--- config.mk ---
export PLATFORM = sky130hd
export DESIGN_NAME = crc_tab_gen
export DESIGN_NICKNAME = d
export VERILOG_FILES = /design/src/rtl/crc_tab_pkg.sv /design/src/rtl/crc_tab_mulx.sv /design/src/rtl/crc_tab_seq.sv /design/src/rtl/crc_tab_gen.sv
export SDC_FILE = /design/constraint.sdc
export NUM_CORES = 1
export LEC_CHECK = 0
export ABC_CLOCK_PERIOD_IN_PS = 1810
export BUFFER_PORTS_ARGS = -buffer_cell sky130_fd_sc_hd__buf_2
export CORE_ASPECT_RATIO = 0.9
export CORE_MARGIN = 1
export CORE_UTILIZATION = 54
export DETAILED_ROUTE_END_ITERATION = 10
export PLACE_DENSITY_LB_ADDON = 0.12
export SLEW_MARGIN = 20
export SYNTH_ARGS = -nofsm -noshare
export SYNTH_HDL_FRONTEND = slang
export SYNTH_SLANG_ARGS = --single-unit
export TNS_END_PERCENT = 10
--- constraint.sdc ---
create_clock -name clk -period 1.81 [get_ports clk]
set_input_delay 0.181 -clock clk [delete_from_list [all_inputs] [get_ports clk]]
set_output_delay 0.181 -clock clk [all_outputs]
set_load 0.03 [all_outputs]
--- src/rtl/crc_tab_pkg.sv ---
package crc_tab_pkg;
    typedef enum logic [1:0] {
        PH_IDLE,
        PH_SEED,
        PH_EMIT,
        PH_DONE
    } phase_e;
endpackage

--- src/rtl/crc_tab_mulx.sv ---
// Multiply a remainder by x and reduce modulo the generator.
module crc_tab_mulx #(
    parameter int W = 32
) (
    input  logic [W-1:0] cur,
    input  logic [W-1:0] poly,
    output logic [W-1:0] nxt
);
    always_comb begin
        nxt = {cur[W-2:0], 1'b0} ^ (cur[W-1] ? poly : '0);
    end
endmodule

--- src/rtl/crc_tab_seq.sv ---
// Phase and counter sequencing for the table builder.
module crc_tab_seq
    import crc_tab_pkg::*;
#(
    parameter  int CRC_W = 32,
    parameter  int BLK_W = 64,
    localparam int MAXN  = (CRC_W > BLK_W) ? CRC_W : BLK_W,
    localparam int CNT_W = $clog2(MAXN + 1)
) (
    input  logic             clk,
    input  logic             rst_n,
    input  logic             start,
    output phase_e           phase,
    output logic [CNT_W-1:0] cnt,
    output logic             accept,
    output logic             advance
);
    localparam logic [CNT_W-1:0] LAST_SEED = CNT_W'(CRC_W - 1);
    localparam logic [CNT_W-1:0] LAST_IDX  = CNT_W'(BLK_W - 1);

    typedef struct packed {
        phase_e           phase;
        logic [CNT_W-1:0] cnt;
    } seq_t;

    seq_t st_d, st_q;

    always_comb begin
        st_d    = st_q;
        accept  = 1'b0;
        advance = 1'b0;
        case (st_q.phase)
            PH_IDLE, PH_DONE: begin
                if (start) begin
                    accept     = 1'b1;
                    st_d.phase = PH_SEED;
                    st_d.cnt   = '0;
                end
            end
            PH_SEED: begin
                advance = 1'b1;
                if (st_q.cnt == LAST_SEED) begin
                    st_d.phase = PH_EMIT;
                    st_d.cnt   = '0;
                end else begin
                    st_d.cnt = st_q.cnt + 1'b1;
                end
            end
            PH_EMIT: begin
                advance = 1'b1;
                if (st_q.cnt == LAST_IDX) begin
                    st_d.phase = PH_DONE;
                    st_d.cnt   = '0;
                end else begin
                    st_d.cnt = st_q.cnt + 1'b1;
                end
            end
            default: st_d.phase = PH_IDLE;
        endcase
    end

    always_ff @(posedge clk or negedge rst_n) begin
        if (!rst_n) begin
            st_q <= '{phase: PH_IDLE, cnt: '0};
        end else begin
            st_q <= st_d;
        end
    end

    assign phase = st_q.phase;
    assign cnt   = st_q.cnt;
endmodule

--- src/rtl/crc_tab_gen.sv ---
// Builds one CRC constant per input bit position, one write per cycle.
module crc_tab_gen
    import crc_tab_pkg::*;
#(
    parameter  int CRC_W = 32,
    parameter  int BLK_W = 64,
    localparam int IDX_W = $clog2(BLK_W)
) (
    input  logic             clk,
    input  logic             rst_n,
    input  logic             start,
    input  logic [CRC_W-1:0] poly,
    output logic             tbl_we,
    output logic [IDX_W-1:0] tbl_idx,
    output logic [CRC_W-1:0] tbl_data,
    output logic             done
);
    localparam int MAXN  = (CRC_W > BLK_W) ? CRC_W : BLK_W;
    localparam int CNT_W = $clog2(MAXN + 1);

    typedef struct packed {
        logic [CRC_W-1:0] poly;
        logic [CRC_W-1:0] rem;
    } dp_t;

    dp_t              dp_d, dp_q;
    phase_e           phase;
    logic [CNT_W-1:0] cnt;
    logic             accept;
    logic             advance;
    logic [CRC_W-1:0] rem_next;
    logic [CRC_W-1:0] poly_q;

    crc_tab_seq #(.CRC_W(CRC_W), .BLK_W(BLK_W)) u_seq (
        .clk     (clk),
        .rst_n   (rst_n),
        .start   (start),
        .phase   (phase),
        .cnt     (cnt),
        .accept  (accept),
        .advance (advance)
    );

    crc_tab_mulx #(.W(CRC_W)) u_mulx (
        .cur  (dp_q.rem),
        .poly (dp_q.poly),
        .nxt  (rem_next)
    );

    always_comb begin
        dp_d = dp_q;
        if (accept) begin
            dp_d.poly = poly;
            dp_d.rem  = CRC_W'(1);
        end else if (advance) begin
            dp_d.rem = rem_next;
        end
    end

    always_ff @(posedge clk or negedge rst_n) begin
        if (!rst_n) begin
            dp_q <= '0;
        end else begin
            dp_q <= dp_d;
        end
    end

    assign poly_q   = dp_q.poly;
    assign tbl_we   = (phase == PH_EMIT);
    assign tbl_idx  = cnt[IDX_W-1:0];
    assign tbl_data = dp_q.rem;
    assign done     = (phase == PH_DONE);
endmodule

# == Word-level counts from Yosys, hierarchy flattened ==
# Cells that the tools add are included.
# totals
output_inout_bits,40
regBits,73
word_cells,31
inputBits,35
# classes
mux,12
eq_ne,8
bitwise,1
n_addsub,1
reduce_logical,5
# ops
op,count
32-bit two-way mux,3
32-bit bitwise XOR,1
9-bit one-hot mux with 3 select lines,1
7-bit two-way mux,2
9-bit two-way mux,1
"7-bit by 1-bit adder with 7-bit output, second input constant",1
"7-bit by 5-bit equality test with 1-bit output, second input constant",1
"7-bit by 6-bit equality test with 1-bit output, second input constant",1
"2-bit equality test, second input constant",2
2-bit two-way mux,2
"2-bit by 1-bit != test with 1-bit output, second input constant",2
2-bit OR reduction,2
1-bit two-way mux,3
3-bit AND reduction,1
"2-bit by 1-bit equality test with 1-bit output, second input constant",1
2-bit zero test,1
"2-bit != test, second input constant",1
2-bit nonzero test,1

# == Longest topological paths before layout ==
# depth
depth_word,5
mapped_depth,6
ltp_nobuf,6

# == By module ==
# A second synthesis with hierarchy kept.
# hier_totals
hier_cells,288
hier_area_um2,3606.0
# modules_own_cells
module,n_inst,seq_area_each_um2,area_each_um2,cells_per_inst
crc_tab_gen,1,1601.5,2651.3,173
crc_tab_seq,1,225.2,526.8,49
crc_tab_mulx,1,0.0,427.9,66

# == Worst setup path before layout ==
# No wires, ideal clock.
# synth_timing
path_kind,reg-to-reg
from,register u_seq.st_q (netlist bit u_seq.phase[0])
to,register u_seq.st_q (netlist bit u_seq.phase[0])
arrival_time_ns,1.504
slack_ns,0.227
stages_incl_launch_ff,7
n_path_buf,0
synth_period_minus_slack_ns,1.583
setup_time_ns,0.079
required_ns,1.731
path_cell_list,dfrtp_1 > inv_1 > ha_1 > nand2b_1 > and3_4 > o21bai_2 > mux2i_1
# synth_via
elab_cells_between_ends,10
classes_between,6 x eq/ne; 1 x mux; 3 x reduce/logical
# synth_rtl
item,line_no,text
start: declaration,crc_tab_seq.sv:26,"seq_t st_d, st_q;"
start signal: assignment,crc_tab_seq.sv:64,"st_q <= '{phase: PH_IDLE, cnt: '0};"
start signal: assignment,crc_tab_seq.sv:66,st_q <= st_d;
2-bit equality test *,n/a,
net tbl_we,crc_tab_gen.sv:13,"output logic tbl_we,"
2-bit by 1-bit != test with 1-bit output (no source line),n/a,
3-bit AND reduction (no source line),n/a,
# The timed path passes the listed nets; every way through them passes the cells marked *.
# A chain may end at the register's enable or synchronous reset.

# == Worst setup path after layout ==
# layout_timing
from,register u_seq.st_q (netlist bit u_seq.phase[0])
to,register u_seq.st_q (netlist bit u_seq.cnt[5])
# layout_via
elab_chain_cells,3
elab_cells_between_ends,7
classes_between,4 x eq/ne; 1 x mux; 2 x reduce/logical
# layout_lines
item,line_no,text
2-bit equality test / 2-bit zero test (equally long branches),crc_tab_seq.sv:32,case (st_q.phase)
2-bit OR reduction,crc_tab_seq.sv:32,
9-bit one-hot mux with 3 select lines / 2-bit != test (equally long branches),n/a,
# Several ways; a longest one is shown, not always the timed one.

==> results.md <==
* Global-route congestion overflow total at 0
* Bufs on Longest Clock Path at 2
* Switching power at roughly 3.3 mW
* Switching share of power at 0.441
* Root buffer selected by CTS: clkbuf_8
* PwrDens at between 1500 and 2000 nW/um^2
* Number of H-tree levels at 3
* Synth Area in Simple Gates at 0.133
* Final Cycle Share at 0.910
* Rel. slew slack at 0.735
* Most common flop cell mapped by yosys: dfrtp_1
* Diode count at 0
* Final setup violating endpoints at 0
* Yosys warns at 0
* Fmax at roughly 610 MHz
* Clk_skew at 0.00899 ns
* Synthesized instance count at 300
* DR vias at ~2,400
* Most frequent cells in the layout: buf_2 (73), dfrtp_1 (73), nand2_1 (34)
* Part of the power in combinational logic at 0.466
* Die Y at slightly below 80 um
* CTS tree: done
* CP endpoint kind: flop
* Startpoint Class: flop
* Pwr Total at between 7 and 8 mW
* Unique masters post-synth at 32
* Layout cells sized above 1 at 0.285
* Setup CP Type: flop to flop
* Fin. Hold Viols at 0
* Unrepaired setup endpoints after global routing: false
* Final instance area at around 4100 um^2
* Worst-Margin Slew at roughly 0.40 ns
* Drt first pass iters at 4
* I/O Pins at 75
* Peak supply drop at between 0.9 and 1 mV
* Detail Route Antenna Nets at 0
* Detailed-route DRC error count at 0
* Largest family of logic cells by synthesized area: simple AND/OR/NAND/NOR gates
* Fin util at 0.664
* Worst hold slack at 0.0464 ns
* Num rows at 27
* Synth Area in Compound Gates at 0.0881
* Lkg Pwr at roughly 1.9 nW
* Setup TNS Final at 0 ns
* Fin cells at between 400 and 500
* Cts bufs inserted at 9
* Final slew viol count at 0
* Drt total wl at around 6500 um
* Setup ws final at 0.163 ns
* Initial antenna violation count at 0
* Worst EP arrival at around 1.9 ns
* Die ar. at between 6000 and 7000 um^2
* Largest net degree at the start of global routing at 74
* Sequential share of power at 0.390
* Min Tclk post-route at ~1.6 ns
* Worst min-delay path class: input pin to flop
* FF+latch count, synth at 73
* Synth Net Count at between 300 and 400
* Internal Power at around 4.2 mW
* Dpl hpwl at between 4000 and 5000 um
* Port-buffer cells at 74
* Pre-CTS setup slack at 0.0133 ns
* Die X at around 86 um
* DP Cell Count at 446
* Post-Synth Adder-Cell Area at 0.0182
* Max FO, Critical Path at 7
* DR iter-0 viols at 168
* Layout net count at about 410
* Mux cell area share after synthesis at 0.111
* Vias in the first global route at roughly 2,400
* Post-synth EDFFs at 0
* Starting Density at 0.562
* Vias per inst at around 5.2
* Mapped cell area at between 3000 and 4000 um^2
* Num Clock Sinks at 73
* Maxcap violations at 0
* GRT Util Overall at 0.212
* Clk pwr share at 0.144
* Status: finished clean
* DR WL/cell at around 14 um
* Share of synthesized registers carrying an async set or reset at 1.00
* Clk pin slew, worst setup/hold paths at 0.08 ns
* Clk_lat worst skew at 0.34 ns
* First-pass GRT wire length at around 11,000 um
* Req. time, crit path at 2.08 ns
* Core region area at between 6000 and 7000 um^2
* Placed Area at 3890 um^2
* Synthesis-to-layout area growth at 18.2%
* GP Congestion at approximately 0.73
* Fraction of the yosys area taken by sequential cells at 0.531
* Synth Area in XOR/XNOR at 0.0790
* Syn_area_per_cell at 11.5 um^2
==> kinds of logic after synthesis <==
| logic type | after synthesis |
|---|---|
| AO/OA/AOI/OAI | 50 |
| XOR/XNOR | 31 |
| adder cells (fa/ha/maj) | 5 |
| buffers and inverters | 26 |
| flip-flops | 73 |
| multiplexers | 34 |
| AND/OR/NAND/NOR | 81 |
==> synthesized netlist by cell type (2+ instances only) <==
library cell / count / share of area
clkbuf_1: 7 / 0.0076
nor2_1: 5 / 0.0055
o21ai_1: 13 / 0.019
mux2_2: 3 / 0.0098
buf_2: 11 / 0.016
nor2b_1: 2 / 0.0036
xor2_1: 30 / 0.076
o21ai_0: 24 / 0.035
a22o_1: 3 / 0.0076
buf_4: 6 / 0.013
o21bai_2: 2 / 0.0066
mux2_1: 30 / 0.098
nand2_1: 34 / 0.037
ha_1: 5 / 0.018
nand3_1: 3 / 0.0044
nand3b_1: 31 / 0.068
inv_1: 2 / 0.0022
dfrtp_1: 73 / 0.53
a21oi_1: 3 / 0.0044
==> path summary, 6_finish.rpt <==
path | start | to | slack [ns] | cells after the start
worst max register to register | u_seq.phase[0] | u_seq.cnt[5] | 0.16 | 6
max in group asynchronous | rst_n | poly_q[25] | 1.10 | 3
worst min-delay path | poly[17] | poly_q[17] | 0.05 | 2
min in group asynchronous | rst_n | u_seq.cnt[2] | 0.38 | 3
worst min register to register | poly_q[11] | poly_q[11] | 0.49 | 1
worst max-delay path | u_seq.phase[0] | u_seq.cnt[5] | 0.16 | 6
==> power groups by stage <==
stage	logic (mW)	registers, mW	clock network [mW]
floorplan	1.99	3.53	0
global placement	3.43	2.94	0
detailed placement	3.54	2.96	0
CTS	3.55	2.94	1.12
global route	3.85	3.05	1.19
finish	3.51	2.94	1.08
==> critical path: stages (launching register included) <==
cell	delay, ns
dfrtp_1	0.42
inv_1	0.10
ha_2	0.31
o21bai_2	0.26
a31oi_4	0.24
a21o_1	0.15
a22o_1	0.11
==> registers in the layout (all words and copies together) (netlist names) <==
signal	cells
poly_q	32
tbl_data	32
u_seq.phase	2
u_seq.cnt	7
==> area by class of cell <==
| type | instances | area [um^2] |
|---|---|---|
| fillers | 494 | 2050 |
| flip-flops and latches | 73 | 1830 |
| multi-input cells | 201 | 1480 |
| repair buffers | 84 | 475 |
| clock buffers | 12 | 145 |
| well taps | 87 | 109 |
| clock inverters | 3 | 17.5 |
| inverters | 2 | 7.51 |
==> routing by layer <==
| layer | routed length (um) | up-vias | track usage |
|---|---|---|---|
| li1 | - | 1166 | - |
| met1 | 3010 | 1177 | 0.268 |
| met2 | 3100 | 56 | 0.350 |
| met3 | 305 | 6 | 0.0713 |
| met4 | 60 | 0 | 0.0517 |
| met5 | 0 | - | 0 |
==> repair_timing <==
action | 4_1_cts | 5_1_grt
resized for setup | 1 | 0
buffers inserted | 0 | 0
endpoints found under the hold margin | 73 | 0
setup endpoints to repair | 1 | 0
hold buffers | 1 | 0
Power figures use the tool's default switching activity.
